$ cat src/rtl/spi_rx_pkg.sv
package spi_rx_pkg;

    typedef enum logic [2:0] {
        A_TGT_LO = 3'd0,
        A_TGT_HI = 3'd1,
        A_OFF_LO = 3'd2,
        A_OFF_HI = 3'd3,
        A_MASK   = 3'd4,
        A_STAT   = 3'd5,
        A_CTRL   = 3'd6
    } reg_addr_e;

    localparam int ST_VLEN = 0;
    localparam int ST_END  = 1;
    localparam int CNT_W   = 16;

    typedef struct packed {
        logic [CNT_W-1:0] tgt;
        logic [CNT_W-1:0] off;
        logic [CNT_W-1:0] cnt;
        logic [CNT_W-1:0] len;
        logic [1:0]       mask;
        logic [1:0]       sts;
        logic             autorst;
        logic             len_ok;
        logic             hit;
    } ctl_t;

endpackage

$ cat src/rtl/spi_rx_sync.sv
module spi_rx_sync #(
    parameter int STAGES = 2
) (
    input  logic clk,
    input  logic rst_n,
    input  logic sclk,
    input  logic mosi,
    input  logic cs_n,
    output logic sclk_rise,
    output logic cs_rise,
    output logic cs_act,
    output logic mosi_s
);
    logic [STAGES:0] sclk_d, sclk_q;
    logic [STAGES:0] cs_d, cs_q;
    logic [STAGES-1:0] mosi_d, mosi_q;

    always_comb begin
        sclk_d = {sclk_q[STAGES-1:0], sclk};
        cs_d   = {cs_q[STAGES-1:0], cs_n};
        mosi_d = {mosi_q[STAGES-2:0], mosi};
    end

    always_ff @(posedge clk or negedge rst_n) begin
        if (!rst_n) begin
            sclk_q <= '0;
            cs_q   <= '1;
            mosi_q <= '0;
        end else begin
            sclk_q <= sclk_d;
            cs_q   <= cs_d;
            mosi_q <= mosi_d;
        end
    end

    assign sclk_rise = sclk_q[STAGES-1] & ~sclk_q[STAGES];
    assign cs_rise   = cs_q[STAGES-1] & ~cs_q[STAGES];
    assign cs_act    = ~cs_q[STAGES-1];
    assign mosi_s    = mosi_q[STAGES-1];
endmodule

$ cat src/rtl/spi_rx_shift.sv
module spi_rx_shift #(
    parameter int BYTE_W = 8
) (
    input  logic              clk,
    input  logic              rst_n,
    input  logic              sample,
    input  logic              mosi_s,
    input  logic              clear,
    output logic              byte_vld,
    output logic [BYTE_W-1:0] byte_data
);
    localparam int BC_W = $clog2(BYTE_W);

    logic [BYTE_W-2:0] sr_d, sr_q;
    logic [BC_W-1:0]   bc_d, bc_q;
    logic              vld_d, vld_q;
    logic [BYTE_W-1:0] dat_d, dat_q;

    always_comb begin
        sr_d  = sr_q;
        bc_d  = bc_q;
        vld_d = 1'b0;
        dat_d = dat_q;
        if (clear) begin
            bc_d = '0;
        end else if (sample) begin
            sr_d = {sr_q[BYTE_W-3:0], mosi_s};
            bc_d = bc_q + 1'b1;
            if (bc_q == BC_W'(BYTE_W - 1)) begin
                vld_d = 1'b1;
                dat_d = {sr_q, mosi_s};
            end
        end
    end

    always_ff @(posedge clk or negedge rst_n) begin
        if (!rst_n) begin
            sr_q  <= '0;
            bc_q  <= '0;
            vld_q <= 1'b0;
            dat_q <= '0;
        end else begin
            sr_q  <= sr_d;
            bc_q  <= bc_d;
            vld_q <= vld_d;
            dat_q <= dat_d;
        end
    end

    assign byte_vld  = vld_q;
    assign byte_data = dat_q;
endmodule

$ cat src/rtl/spi_rx_fifo.sv
module spi_rx_fifo #(
    parameter int DEPTH = 256
) (
    input  logic                   clk,
    input  logic                   rst_n,
    input  logic                   clr,
    input  logic                   wr_en,
    input  logic [7:0]             wr_data,
    input  logic                   rd_en,
    output logic [31:0]            rd_data,
    output logic [$clog2(DEPTH):0] level
);
    localparam int AW = $clog2(DEPTH);
    localparam int LW = AW + 1;

    logic [7:0]    mem [DEPTH];
    logic [AW-1:0] wp_d, wp_q, rp_d, rp_q;
    logic [LW-1:0] lv_d, lv_q;
    logic          wr_ok, rd_ok;

    always_comb begin
        wr_ok = wr_en && (lv_q < LW'(DEPTH));
        rd_ok = rd_en && (lv_q >= LW'(4));
        wp_d  = wp_q;
        rp_d  = rp_q;
        lv_d  = lv_q;
        if (clr) begin
            wp_d = '0;
            rp_d = '0;
            lv_d = '0;
        end else begin
            if (wr_ok) wp_d = wp_q + 1'b1;
            if (rd_ok) rp_d = rp_q + AW'(4);
            lv_d = lv_q + (wr_ok ? LW'(1) : LW'(0)) - (rd_ok ? LW'(4) : LW'(0));
        end
    end

    always_ff @(posedge clk or negedge rst_n) begin
        if (!rst_n) begin
            wp_q <= '0;
            rp_q <= '0;
            lv_q <= '0;
        end else begin
            wp_q <= wp_d;
            rp_q <= rp_d;
            lv_q <= lv_d;
        end
    end

    always_ff @(posedge clk) begin
        if (wr_ok && !clr) mem[wp_q] <= wr_data;
    end

    generate
        for (genvar i = 0; i < 4; i++) begin : g_lane
            assign rd_data[8*i +: 8] = mem[rp_q + AW'(i)];
        end
    endgenerate

    assign level = lv_q;

    // a full FIFO stays full when a byte arrives without a read or clear
    p_full_drop_r4: assert property (@(posedge clk) disable iff (!rst_n)
        (lv_q == LW'(DEPTH) && wr_en && !rd_en && !clr) |=> (lv_q == LW'(DEPTH)));

    // a pop with fewer than four bytes leaves the level unchanged
    p_short_read_r9: assert property (@(posedge clk) disable iff (!rst_n)
        (rd_en && lv_q < LW'(4) && !wr_en && !clr) |=> $stable(lv_q));
endmodule

$ cat src/rtl/spi_rx_lencap.sv
module spi_rx_lencap
    import spi_rx_pkg::*;
#(
    parameter int FIFO_DEPTH = 256,
    parameter int HDR_BYTES  = 8,
    parameter int LEN_OFS    = 6
) (
    input  logic                        clk,
    input  logic                        rst_n,
    input  logic                        spi_sclk,
    input  logic                        spi_mosi,
    input  logic                        spi_cs_n,
    input  logic                        reg_we,
    input  logic [2:0]                  reg_addr,
    input  logic [7:0]                  reg_wdata,
    input  logic                        rd_en,
    output logic [31:0]                 rd_data,
    output logic [$clog2(FIFO_DEPTH):0] rx_level,
    output logic [CNT_W-1:0]            rx_count,
    output logic [CNT_W-1:0]            cap_len,
    output logic [1:0]                  int_sts,
    output logic                        irq
);
    localparam logic [CNT_W-1:0] TGT_RST = CNT_W'(HDR_BYTES + 4);

    logic       sclk_rise, cs_rise, cs_act, mosi_s;
    logic       byte_vld;
    logic [7:0] byte_data;
    logic       soft_clr, fifo_clr, vlen_set;
    logic [CNT_W:0] need, thr;
    ctl_t       q, n;

    spi_rx_sync #(.STAGES(2)) u_sync (
        .clk(clk), .rst_n(rst_n), .sclk(spi_sclk), .mosi(spi_mosi), .cs_n(spi_cs_n),
        .sclk_rise(sclk_rise), .cs_rise(cs_rise), .cs_act(cs_act), .mosi_s(mosi_s)
    );

    spi_rx_shift #(.BYTE_W(8)) u_shift (
        .clk(clk), .rst_n(rst_n), .sample(sclk_rise & cs_act), .mosi_s(mosi_s),
        .clear(~cs_act), .byte_vld(byte_vld), .byte_data(byte_data)
    );

    spi_rx_fifo #(.DEPTH(FIFO_DEPTH)) u_fifo (
        .clk(clk), .rst_n(rst_n), .clr(fifo_clr), .wr_en(byte_vld), .wr_data(byte_data),
        .rd_en(rd_en), .rd_data(rd_data), .level(rx_level)
    );

    always_comb begin
        n        = q;
        soft_clr = reg_we && (reg_addr == A_CTRL) && reg_wdata[0];
        fifo_clr = soft_clr || (cs_rise && q.autorst);
        need     = {1'b0, q.len} + (CNT_W+1)'(HDR_BYTES);
        thr      = (need > {1'b0, q.tgt}) ? need : {1'b0, q.tgt};
        vlen_set = q.len_ok && !q.hit && ({1'b0, q.cnt} >= thr);

        if (reg_we) begin
            case (reg_addr)
                A_TGT_LO: n.tgt[7:0]  = reg_wdata;
                A_TGT_HI: n.tgt[15:8] = reg_wdata;
                A_OFF_LO: n.off[7:0]  = reg_wdata;
                A_OFF_HI: n.off[15:8] = reg_wdata;
                A_MASK:   n.mask      = reg_wdata[1:0];
                A_STAT:   n.sts       = q.sts & ~reg_wdata[1:0];
                A_CTRL:   n.autorst   = reg_wdata[1];
                default:  ;
            endcase
        end

        if (byte_vld) begin
            if (q.cnt != '1) n.cnt = q.cnt + 1'b1;
            if (q.cnt == q.off) n.len[7:0] = byte_data;
            if (q.cnt == q.off + 1'b1) begin
                n.len[15:8] = byte_data;
                n.len_ok    = 1'b1;
            end
        end

        if (vlen_set) begin
            n.sts[ST_VLEN] = 1'b1;
            n.hit          = 1'b1;
        end
        if (cs_rise) n.sts[ST_END] = 1'b1;

        if (fifo_clr) begin
            n.cnt    = '0;
            n.len    = '0;
            n.len_ok = 1'b0;
            n.hit    = 1'b0;
        end
    end

    always_ff @(posedge clk or negedge rst_n) begin
        if (!rst_n) begin
            q         <= '0;
            q.tgt     <= TGT_RST;
            q.off     <= CNT_W'(LEN_OFS);
            q.mask    <= 2'b11;
            q.autorst <= 1'b1;
        end else begin
            q <= n;
        end
    end

    assign rx_count = q.cnt;
    assign cap_len  = q.len;
    assign int_sts  = q.sts;
    assign irq      = |(q.sts & ~q.mask);

    // a software clear empties the FIFO and the counters by the next edge
    p_soft_clear_r7: assert property (@(posedge clk) disable iff (!rst_n)
        soft_clr |=> (rx_level == '0 && q.cnt == '0 && q.len == '0));

    // writing ones to both status bits leaves them clear when no event lands
    p_w1c_r6: assert property (@(posedge clk) disable iff (!rst_n)
        (reg_we && reg_addr == A_STAT && reg_wdata[1:0] == 2'b11 && !vlen_set && !cs_rise)
        |=> (q.sts == 2'b00));

    // valid length only rises after the whole length field was captured
    p_vlen_after_len_r3: assert property (@(posedge clk) disable iff (!rst_n)
        $rose(q.sts[ST_VLEN]) |-> $past(q.len_ok));

    // with both interrupts masked the request line stays low
    p_masked_quiet_r5: assert property (@(posedge clk) disable iff (!rst_n)
        (q.mask == 2'b11) |-> !irq);
endmodule

$ cat config.mk
export PLATFORM = sky130hd
export DESIGN_NAME = spi_rx_lencap
export DESIGN_NICKNAME = d
export VERILOG_FILES = /design/src/rtl/spi_rx_pkg.sv /design/src/rtl/spi_rx_sync.sv /design/src/rtl/spi_rx_shift.sv /design/src/rtl/spi_rx_fifo.sv /design/src/rtl/spi_rx_lencap.sv
export SDC_FILE = /design/constraint.sdc
export NUM_CORES = 2
export LEC_CHECK = 0
export ABC_AREA = 1
export BUFFER_PORTS_ARGS = -buffer_cell sky130_fd_sc_hd__buf_2
export CAP_MARGIN = 20
export CORE_MARGIN = 2
export CORE_UTILIZATION = 60
export DETAILED_ROUTE_END_ITERATION = 8
export PLACE_DENSITY = 0.75
export RECOVER_POWER = 100
export SYNTH_ARGS = -nofsm -noshare
export SYNTH_HDL_FRONTEND = slang
export SYNTH_SLANG_ARGS = --single-unit
$ cat constraint.sdc
create_clock -name clk -period 5.05 [get_ports clk]
set_clock_uncertainty 0.05 [all_clocks]
set_input_delay 0.7575 -clock clk [delete_from_list [all_inputs] [get_ports clk]]
set_output_delay 0.7575 -clock clk [all_outputs]
set_load 0.1 [all_outputs]
==> impl_metrics.tcl <==
set metrics [dict create \
    outcome "finished, violations left" \
    violations "capacitance limit, slew limit" \
    use_met3_pct 5.80 \
    final.setup.tns_ps 0 \
    tightest_slew_ps 3310 \
    die_x_um 388 \
    ir_worst_vdd_uv 371 \
    via_per_inst 6.49 \
    slew_viol_final 1870 \
    power.density_mw_per_mm2 361 \
    ys_seq_area_share_pct 73.1 \
    placed_area_mm2 0.0907 \
    period_minus_slack_ps 4910 \
    portBuffers 93 \
    initial_core_util_pct 60.5 \
    netlist_instances 7044 \
    first_pass_iters 8 \
    drt-initial-drc-count 8080 \
    overflow 0 \
    crit_fanout 74 \
    wirelength_um 226000 \
    post-route-period-util_pct 97.2 \
    grt_use_met1_pct 40.4 \
    syn_area_mm2 0.0882 \
    syn-num-nets 7123 \
    ys_types 55 \
    power_w 0.0349 \
    synth_top_cell_area_share_pct 69.7 \
    ant_nets 0 \
    die_h_um 388 \
    syn_avg_cell_area_um2 12.5 \
    hp-class "primary input to asynchronous set/reset pin" \
    dieArea_mm2 0.150 \
    fin_hold_ws_ps 8.18 \
    h-tree-depth 4 \
    top_usage_layer "met2" \
    io-pin-count 94 \
    core_area_mm2 0.146 \
    grt_pass1_vias 56400 \
    wl_per_cell_um 25.1 \
    final_cell_mix "edfxtp_1 (2048), nor2_1 (1356), o21ai_0 (1104)" \
    grt_max_degree 208 \
    insertion_delay_ps 850 \
    final_nets 7003 \
    yosys_register_bits 2169 \
    rsz0062_at_grt "false" \
    drc 0 \
    cts_buffers 199 \
    synthArstFlopShare_pct 5.58 \
    cp.required_ps 4240 \
    vias 58400 \
    synth_ff_type "edfxtp_1" \
    finalHoldViolCount 0 \
    use_met2_pct 47.8 \
    cap_violations 29 \
    clockBufferDepth 3 \
    final_common_cell "edfxtp_1" \
    drive_gt1_share_pct 6.49 \
    ys_warn_count 0 \
    worstSetupPathType "flop to primary output" \
    yosysTopAreaCell "edfxtp_1" \
    cp-start-kind "flop" \
    clkTransAtPathRegs_ps 60 \
    timing.fmax_mhz 204 \
    grt_pass1_wl_um 341000 \
    area_growth_pct 9.60 \
    cp.arrival_ps 4100 \
    fin_area_mm2 0.0967 \
    dp_hpwl_um 125000 \
    cts.sink_count 2169 \
    cts_root_buf "clkbuf_16" \
    slew_headroom_pct -121 \
    synthTopCellsByArea "edfxtp_1 (70%), o21ai_0 (6.2%), nor2_1 (5.8%)" \
    final_core_util_pct 66.3 \
    final-setup-viol-count 0 \
    p_leak_nw 35.2 \
    end_kind "primary output" \
    antenna_found_initial 8 \
    synth_edf_count 2048 \
    gp_congestion 0.901 \
    cts_tree "done" \
    grt_usage_pct 29.8 \
    rows 140 \
]
-- routing by layer --
metal | wire [um] | vias to the layer above
met2 | 109000 | 3356
li1 | - | 25800
met1 | 85200 | 28700
met4 | 8980 | 6
met3 | 23100 | 550
met5 | 91 | -
-- report_power, final --
part / total [W] / switching (W) / internal, W
combinational: 0.000495 / 0.000347 / 0.000148
clock: 0.0149 / 0.00657 / 0.00832
sequential: 0.0195 / 0.0000772 / 0.0195
-- logic make-up (layout without fill, tap and decap cells) --
logic type	count (synthesis)	in the layout	share of synthesized area (%)
xor gates and xnor gates	28	28	0.278
DFF	2169	2169	73.1
other	0	1	0
buffers and inverters	676	723	3.19
muxes	1	1	0.0113
adders and majority gates	61	61	0.865
and+or+nand+nor	2354	2354	11.0
AOI/OAI and AO/OA	1755	1755	11.5
-- final cells by class --
| cell class | count | area, um2 |
|---|---|---|
| sequential | 2169 | 64600 |
| fill | 10000 | 49200 |
| multi-input combinational | 4199 | 20900 |
| clock buffer | 251 | 5270 |
| tap | 1917 | 2400 |
| timing repair buffer | 200 | 1870 |
| clock inverter | 117 | 1140 |
| inverter | 155 | 616 |
| antenna | 1 | 2.50 |
-- worst paths after layout --
path,from,to,slack (ps),depth (start not counted)
worst max-delay path,u_fifo.rp_q[2],rd_data[27],140,9
worst min-delay path,rst_n,u_shift.bc_q[1],8,1
worst max register to register,u_shift.byte_data[5],u_fifo.mem[123][5],260,1
worst min register to register,u_sync.mosi_q[0],u_sync.mosi_q[1],300,0
max in group asynchronous,rst_n,u_sync.mosi_q[1],3020,2
min in group clk,reg_wdata[5],q[52],180,3
-- cell usage after synthesis (all sizes together), types with 6 or more instances --
cell       n
nor3      13
nand3    345
o31ai      6
nor2    1360
o21ai   1108
o22ai    254
nor4       9
o211ai    12
xnor2     10
a21oi    107
nand3b    12
dfstp     10
buf      173
dfrtp    111
ha        61
o221ai   244
nand4     93
inv      153
xor2      18
clkbuf   348
o32ai      8
nand2    514
edfxtp  2048
-- critical path, cell delays in order, from the launching register on --
cell and delay [ps]:
dfrtp_4 690, inv_8 420, buf_12 350, nor2_1 70, o221ai_1 250, nand3_1 160, nand3_1 220, nand3_1 250
nand2_1 280, buf_2 470
-- repair_timing --
action                     CTS  global route
gates resized for setup      0             1
setup endpoints to repair    0             2
setup buffers                0             0
hold buffers                 3             0
hold endpoints to repair     3             0
-- sequential cells by signal (all words and copies together), names as in the netlist, 2 cells and up --
register	cells
u_fifo.mem	2048
q	37
cap_len	16
rx_count	16
u_fifo.level	9
u_fifo.wp_q	8
u_shift.byte_data	8
u_shift.sr_q	7
u_fifo.rp_q	6
u_shift.bc_q	3
u_sync.cs_q	3
u_sync.sclk_q	3
int_sts	2
u_sync.mosi_q	2
-- metrics by stage --
step / worst slack, ps / instances
2_1_floorplan: 644 / 7044
4_1_cts: 251 / 9005
3_3_place_gp: 559 / 8634
5_1_grt: 53.3 / 9008
3_5_place_dp: 583 / 8634
6_report: 143 / 9009
No activity file was read; power rests on OpenSTA's default activity.
